### src/rtl/adc_tick_pkg.sv
package adc_tick_pkg;

  typedef enum logic {
    LAYOUT_FULL  = 1'b0,
    LAYOUT_SHORT = 1'b1
  } layout_e;

  localparam int CFG_W  = 32;
  localparam int DIV_W  = 8;
  localparam int MS_LSB = 16;

  function automatic int conv_width(layout_e l);
    return (l == LAYOUT_FULL) ? 8 : 6;
  endfunction

  function automatic int tick_lsb(layout_e l);
    return (l == LAYOUT_FULL) ? 8 : 16;
  endfunction

endpackage

### src/rtl/adc_tick_stage.sv
module adc_tick_stage #(
  parameter int CNT_W = 8
) (
  input  logic             clk,
  input  logic             rst,
  input  logic             clr,
  input  logic             step,
  input  logic [CNT_W-1:0] div,
  output logic             strobe,
  output logic             pulse
);

  logic [CNT_W-1:0] cnt;
  logic             at_top;

  assign at_top = (cnt == div);
  assign strobe = step && !clr && at_top;

  always_ff @(posedge clk) begin
    if (rst || clr) begin
      cnt   <= '0;
      pulse <= 1'b0;
    end else begin
      pulse <= strobe;
      if (step) begin
        cnt <= at_top ? '0 : cnt + 1'b1;
      end
    end
  end


  pulse_gap_chk: assert property (@(posedge clk) disable iff (rst)
    (pulse && div != '0 && !clr) |=> !pulse);

endmodule

### src/rtl/adc_tick_gen.sv
module adc_tick_gen
  import adc_tick_pkg::*;
#(
  parameter layout_e LAYOUT = LAYOUT_FULL
) (
  input  logic             clk,
  input  logic             rst,
  input  logic             pwr_down,
  input  logic             cfg_we,
  input  logic [CFG_W-1:0] cfg_wdata,
  output logic             conv_en,
  output logic             tick_10us,
  output logic             tick_1ms
);

  localparam int  CONV_W = conv_width(LAYOUT);
  localparam int  T10_LSB = tick_lsb(LAYOUT);
  localparam bit  HAS_MS = (LAYOUT == LAYOUT_FULL);
  localparam logic [DIV_W-1:0] CONV_MASK = DIV_W'((1 << CONV_W) - 1);

  logic [DIV_W-1:0] conv_q;
  logic [DIV_W-1:0] t10_q;
  logic             clr;
  logic             conv_strobe;
  logic             unused_t10_strobe;
  logic             unused_wdata;

  assign clr          = cfg_we | pwr_down;
  assign unused_wdata = ^cfg_wdata;

  always_ff @(posedge clk) begin
    if (rst) begin
      conv_q <= '0;
      t10_q  <= '0;
    end else if (cfg_we) begin
      conv_q <= cfg_wdata[DIV_W-1:0] & CONV_MASK;
      t10_q  <= cfg_wdata[T10_LSB +: DIV_W];
    end
  end

  adc_tick_stage #(.CNT_W(DIV_W)) u_conv (
    .clk    (clk),
    .rst    (rst),
    .clr    (clr),
    .step   (1'b1),
    .div    (conv_q),
    .strobe (conv_strobe),
    .pulse  (conv_en)
  );

  adc_tick_stage #(.CNT_W(DIV_W)) u_t10 (
    .clk    (clk),
    .rst    (rst),
    .clr    (clr),
    .step   (conv_strobe),
    .div    (t10_q),
    .strobe (unused_t10_strobe),
    .pulse  (tick_10us)
  );

  generate
    if (HAS_MS) begin : g_ms
      logic [DIV_W-1:0] ms_q;
      logic             unused_ms_strobe;

      always_ff @(posedge clk) begin
        if (rst) begin
          ms_q <= '0;
        end else if (cfg_we) begin
          ms_q <= cfg_wdata[MS_LSB +: DIV_W];
        end
      end

      adc_tick_stage #(.CNT_W(DIV_W)) u_ms (
        .clk    (clk),
        .rst    (rst),
        .clr    (clr),
        .step   (conv_strobe),
        .div    (ms_q),
        .strobe (unused_ms_strobe),
        .pulse  (tick_1ms)
      );


      ms_in_conv_chk: assert property (@(posedge clk) disable iff (rst)
        tick_1ms |-> conv_en);
    end else begin : g_no_ms
      assign tick_1ms = 1'b0;
    end
  endgenerate


  t10_in_conv_chk: assert property (@(posedge clk) disable iff (rst)
    tick_10us |-> conv_en);


  pd_quiet_chk: assert property (@(posedge clk) disable iff (rst)
    pwr_down |=> (!conv_en && !tick_10us && !tick_1ms));


  write_restart_chk: assert property (@(posedge clk) disable iff (rst)
    cfg_we |=> (!conv_en && !tick_10us && !tick_1ms));

endmodule

### config.mk
export PLATFORM = sky130hd
export DESIGN_NAME = adc_tick_gen
export DESIGN_NICKNAME = d
export VERILOG_FILES = /design/src/rtl/adc_tick_pkg.sv /design/src/rtl/adc_tick_stage.sv /design/src/rtl/adc_tick_gen.sv
export SDC_FILE = /design/constraint.sdc
export NUM_CORES = 1
export LEC_CHECK = 0
export BUFFER_PORTS_ARGS = -buffer_cell sky130_fd_sc_hd__buf_2
export CAP_MARGIN = 30
export CORE_ASPECT_RATIO = 0.8
export CORE_MARGIN = 2
export CORE_UTILIZATION = 30
export CTS_BUF_LIST = sky130_fd_sc_hd__clkbuf_8
export DETAILED_ROUTE_END_ITERATION = 10
export HOLD_SLACK_MARGIN = 0.15
export PLACE_DENSITY = 0.52
export SYNTH_ARGS = -nofsm -noshare
export SYNTH_HDL_FRONTEND = slang
export SYNTH_SLANG_ARGS = --single-unit
### constraint.sdc
create_clock -name clk -period 3.85 [get_ports clk]
set_clock_uncertainty 0.2 [all_clocks]
set_input_delay 0.1925 -clock clk [delete_from_list [all_inputs] [get_ports clk]]
set_output_delay 0.1925 -clock clk [all_outputs]
set_load 0.02 [all_outputs]
Yosys cells after proc, flatten, opt, wreduce, memory -nomap -nowiden

Cells that the tools add are included.

Word-level logic and storage cells: 25
Output and inout port bits: 3
Flip-flop bits (word level): 51
Input port bits: 36

Mux-type cells: 2
Equality and inequality tests: 3
Reductions and logical operators: 7
Bitwise gates (word level): 1
$add $sub $neg: 3

Operators by type and width:

| operator                                    | number |
|---|---|
| adder 8 x 1 -> 8 bit, second input constant | 3 |
| equality test 8 bit                         | 3 |
| 2-to-1 mux 8 bit                            | 2 |
| logical AND 1 bit                           | 4 |
| OR reduction 2 bit                          | 1 |
| logical NOT 1 bit                           | 1 |
| logical OR 1 bit                            | 1 |
| bitwise OR 1 bit                            | 1 |

Longest topological paths before layout

Depth after elaboration: 5
Depth in mapped cells: 7
Depth with buffers taken out: 6

Cells and area by module

From an unflattened synthesis, not the netlist that was laid out.

Cell total of the unflattened synthesis: 235
Area, all modules: 2,419.8 sq um

Modules (own cells, without submodules):

| module         | times used | cells an instance | seq. area each (sq um) | area each (sq um) |
|---|---|---|---|---|
| adc_tick_stage | 3          | 52                | 180.2                  | 513.0 |
| adc_tick_gen   | 1          | 79                | 480.5                  | 880.8 |

Least setup slack after synthesis

No wires, ideal clock.

Path kind: reg-to-reg
Start: reg u_conv.cnt[0]
End: reg u_t10.cnt[2]
Clock period less this slack: 1,777 ps
Path slack: 2,073 ps
Arrival time: 1,452 ps
Required time: 3,524 ps
Cell stages (with the launch flop): 8
Buffers on the path: 2
Library setup time: 126 ps
Cell sequence: dfxtp_1 -> xnor2_1 -> nand4_1 -> or2_1 -> clkbuf_2 -> buf_6 -> o211ai_1 -> o41ai_1

Word-level cells in the longest chain between the ends: 2

Ends and longest elaborated chain:

| element                | line                 | RTL |
|---|---|---|
| from (decl)            | adc_tick_stage.sv:13 | `logic [CNT_W-1:0] cnt;` |
| from (signal assigned) | adc_tick_stage.sv:26 | `cnt <= at_top ? '0 : cnt + 1'b1;` |
| equality test 8 bit    | adc_tick_stage.sv:16 | `assign at_top = (cnt == div);` |
| logical AND 1 bit      | adc_tick_stage.sv:17 | `assign strobe = step && !clr && at_top;` |
| to (signal assigned)   | adc_tick_stage.sv:26 |  |
| to (decl)              | adc_tick_stage.sv:13 |  |

Every way passes these cells.
A chain may end at the register's enable or synchronous reset.

Worst setup path after layout

Start: reg u_conv.cnt[0]
End: reg g_ms.u_ms.cnt[5]

Word-level cells in the longest chain between the ends: 2

Ends and longest elaborated chain:

| element              | line |
|---|---|
| equality test 8 bit  | adc_tick_stage.sv:16 |
| logical AND 1 bit    | adc_tick_stage.sv:17 |
| to (signal assigned) | adc_tick_stage.sv:26 |
| to (decl)            | adc_tick_stage.sv:13 |

Every way passes these cells.

==> impl_results.md <==
* Status: finished, final reports clean
* Number of levels the H-tree was split into at 2
* # port buffers at 30
* Final Instance Count excl. Fillers at 430
* PwrDens at 345.4 nW/µm²
* Initial cell density of the core at 31.18%
* Data required time at the worst endpoint at 3.88 ns
* I/O pin total at 39
* Per-instance average area after synthesis at 9.264 µm²
* Number of optimization iterations in the first detailed-route pass at 4
* Nature of the critical path startpoint: flip-flop
* Horiz. Die Dim at 102.2 µm
* TritonCTS Buffers at 5
* Post-layout min period at 2.089 ns
* Total global-route track usage at 14.60%
* Number of enable-type register cells in the synthesized netlist at 0
* DRC at 0
* Clock net sink count at ~50
* Count of standard-cell rows at 28
* Ant diodes at 0
* Placer Congestion at 0.7334
* Antenna violations before repair at 0
* Number of global-route vias before repair at 1,907
* Ratio of final minimum period to clock period at 54.27%
* Number of library cell types mapped by synthesis at 38
* Gate Count Post-Synth at 250
* Final-layout setup total negative slack at 0 ns
* Maximum fanout encountered on the critical timing path at 8
* Insertion delay to the later sink of the worst-skew pair at 0.31 ns
* Maximum vdd ir drop at 195.1 µV
* Number of failing setup endpoints in the final timing report at 0
* Number of cell instances on the worst register-to-register path at 5
* Slack of the worst reg-to-reg path at 1.76 ns
* DIE AREA at 8443 µm²
* Root buf cell: clkbuf_8
* Share of the synthesized area in the top cell type at 44.08%
* Routed length per placed instance at 12.69 µm
* Data arrival at the endpoint of the critical path at 2.12 ns
* Post-Syn Nets at between 200 and 300
* Area of the mapped netlist at ~2300 µm²
* Commonest register cell after synthesis: dfxtp_1
* Hold Vio Cnt, Final at 0
* Total Nets Final at 364
* Count of state elements after synthesis at just over 50
* Hold Path Stages at 2
* Largest net degree at the start of global routing at 27
* Vertical die dimension at between 80 and 90 µm
* Cell area reported after detailed placement at 2542 µm²
* DRT antenna net count at 0
* Iteration-0 DRC Markers at 85
* Final Instance Area at 3136 µm²
* Seq/Total Area, Yosys at 44.08%
* Core ar. at 7427 µm²
* Final HPWL from detailed placement at 3.543 mm
* Share of flip-flops with an asynchronous set or reset after synthesis at 0%
* Wire length of the first global-routing pass at 9.404 mm
* Worst max-slew margin expressed relative to the limit at a little over half
* Maximum buffer depth of the clock tree at 2
* Overall power at ~1.1 mW
* Timing-limited maximum frequency at around 0.48 GHz
* Area added between synthesis and finish at 35.39%
* Most frequent cells after synthesis: 51 x dfxtp_1, 42 x nor2_1, 26 x mux2i_1
* Fraction of layout instances using a drive strength above 1 at 13.23%
* Path type of the worst setup path: flip-flop to flip-flop
* Most instantiated library cell after synthesis: dfxtp_1
* Via total after detailed routing at 1,973
* Class of the most critical hold timing path: flip-flop to flip-flop
* Kind of end point of the critical path: flip-flop
* # placed instances at 374
* Largest cells by area after synthesis: dfxtp_1 44%, mux2i_1 11%, xor2_1 7.9%, nor2_1 6.8%, xnor2_1 3.4%
* CTS tree: done
* Total of warnings raised by yosys at 0
* Leakage power summed over all cells at 1.375 nW
* Least-Margin Pin Slew at 0.7189 ns
* Via count normalized by instance count at 4.588
* Unrepaired setup endpoints after global routing: no
* Library cell occupying the most area in the post-synthesis netlist: dfxtp_1
* Final core area utilization at between 40% and 50%
* Clock transition at path regs at 0.10 ns
* Max_cap viols at 0
* Final slew viol count at 0
* Residual overflow from global routing at 0
* Aggregate routed wire length at 5.455 mm
[repair_timing]
item,4_1_cts,5_1_grt
hold endpoints to repair,32,0
hold buffers,49,0
setup buffers,0,0
gates resized for setup,0,0
[state kept, by name, indices dropped and copies added, names as in the netlist]
name,cells
u_conv.pulse,1
g_ms.ms_q,8
u_conv.cnt,8
u_t10.cnt,8
conv_q,8
t10_q,8
g_ms.u_ms.cnt,8
g_ms.u_ms.pulse,1
u_t10.pulse,1
[critical path: stages, from the launching register on]
cell and delay (ns):
dfxtp_1 0.45, xnor2_1 0.15, nand4_1 0.25, a211oi_2 0.63
a21oi_1 0.14, nor3_1 0.19
[layout by cell type (no fill, tap or decap), types with 2 or more instances in the layout]
master / n
nand4_1: 3
clkbuf_8: 5
o41ai_1: 2
o211ai_1: 2
inv_1: 3
a21oi_1: 11
mux2i_1: 26
xor2_1: 21
ha_1: 3
nand2_1: 18
nor2_1: 42
nand3_1: 14
o21ai_0: 4
buf_2: 30
xnor2_1: 9
nor3_1: 3
and3_1: 5
a31oi_1: 2
a211oi_2: 2
nor4_2: 4
dlygate4sd3_1: 49
dfxtp_1: 51
[layout make-up]
class | count | area [µm²]
fill | 782 | 4292
multi-input combinational | 186 | 1232
sequential | 51 | 1021
timing repair buffer | 79 | 640.6
tap | 105 | 131.4
clock buffer | 5 | 68.82
clock inverter | 2 | 33.78
inverter | 2 | 7.507
[per-stage QoR]
step	hold WS (ns)	setup slack (ns)
floorplan	0.1397	2.073
global placement	0.2249	1.791
detailed placement	0.2345	1.765
CTS	0.3066	1.749
global route	0.3288	1.588
finish	0.3079	1.761
[cells by family (layout without fill, tap and decap cells)]
logic type / after synthesis / count (layout) / synth area share (%)
DFF: 51 / 51 / 44.08
muxes: 26 / 26 / 11.24
adders and majority gates: 3 / 3 / 1.621
buffers and inverters: 13 / 88 / 2.701
xor gates and xnor gates: 30 / 30 / 11.35
and+or+nand+nor: 96 / 96 / 19.99
AOI/OAI and AO/OA: 31 / 31 / 9.022
[routing by layer]
layer	GRT usage, %	share of wire (%)	vias to the layer above
li1	-	-	1018
met1	19.91	52	908
met2	22.30	42	41
met3	3.620	3.7	6
met4	5.600	1.5	0
met5	0	0	-
[report_power, final]
group	switching, mW	total [mW]	internal (mW)
combinational	0.0781	0.160	0.0816
clock	0.178	0.366	0.188
sequential	0.0129	0.557	0.544
[path summary, 6_finish.rpt]
check                startpoint                to
hold reg to reg    u_t10.cnt[7]      u_t10.cnt[7]
hold / removal     u_t10.cnt[7]      u_t10.cnt[7]
setup / recovery  u_conv.cnt[0]  g_ms.u_ms.cnt[5]
setup reg to reg  u_conv.cnt[0]  g_ms.u_ms.cnt[5]
Power figures use the tool's default switching activity.
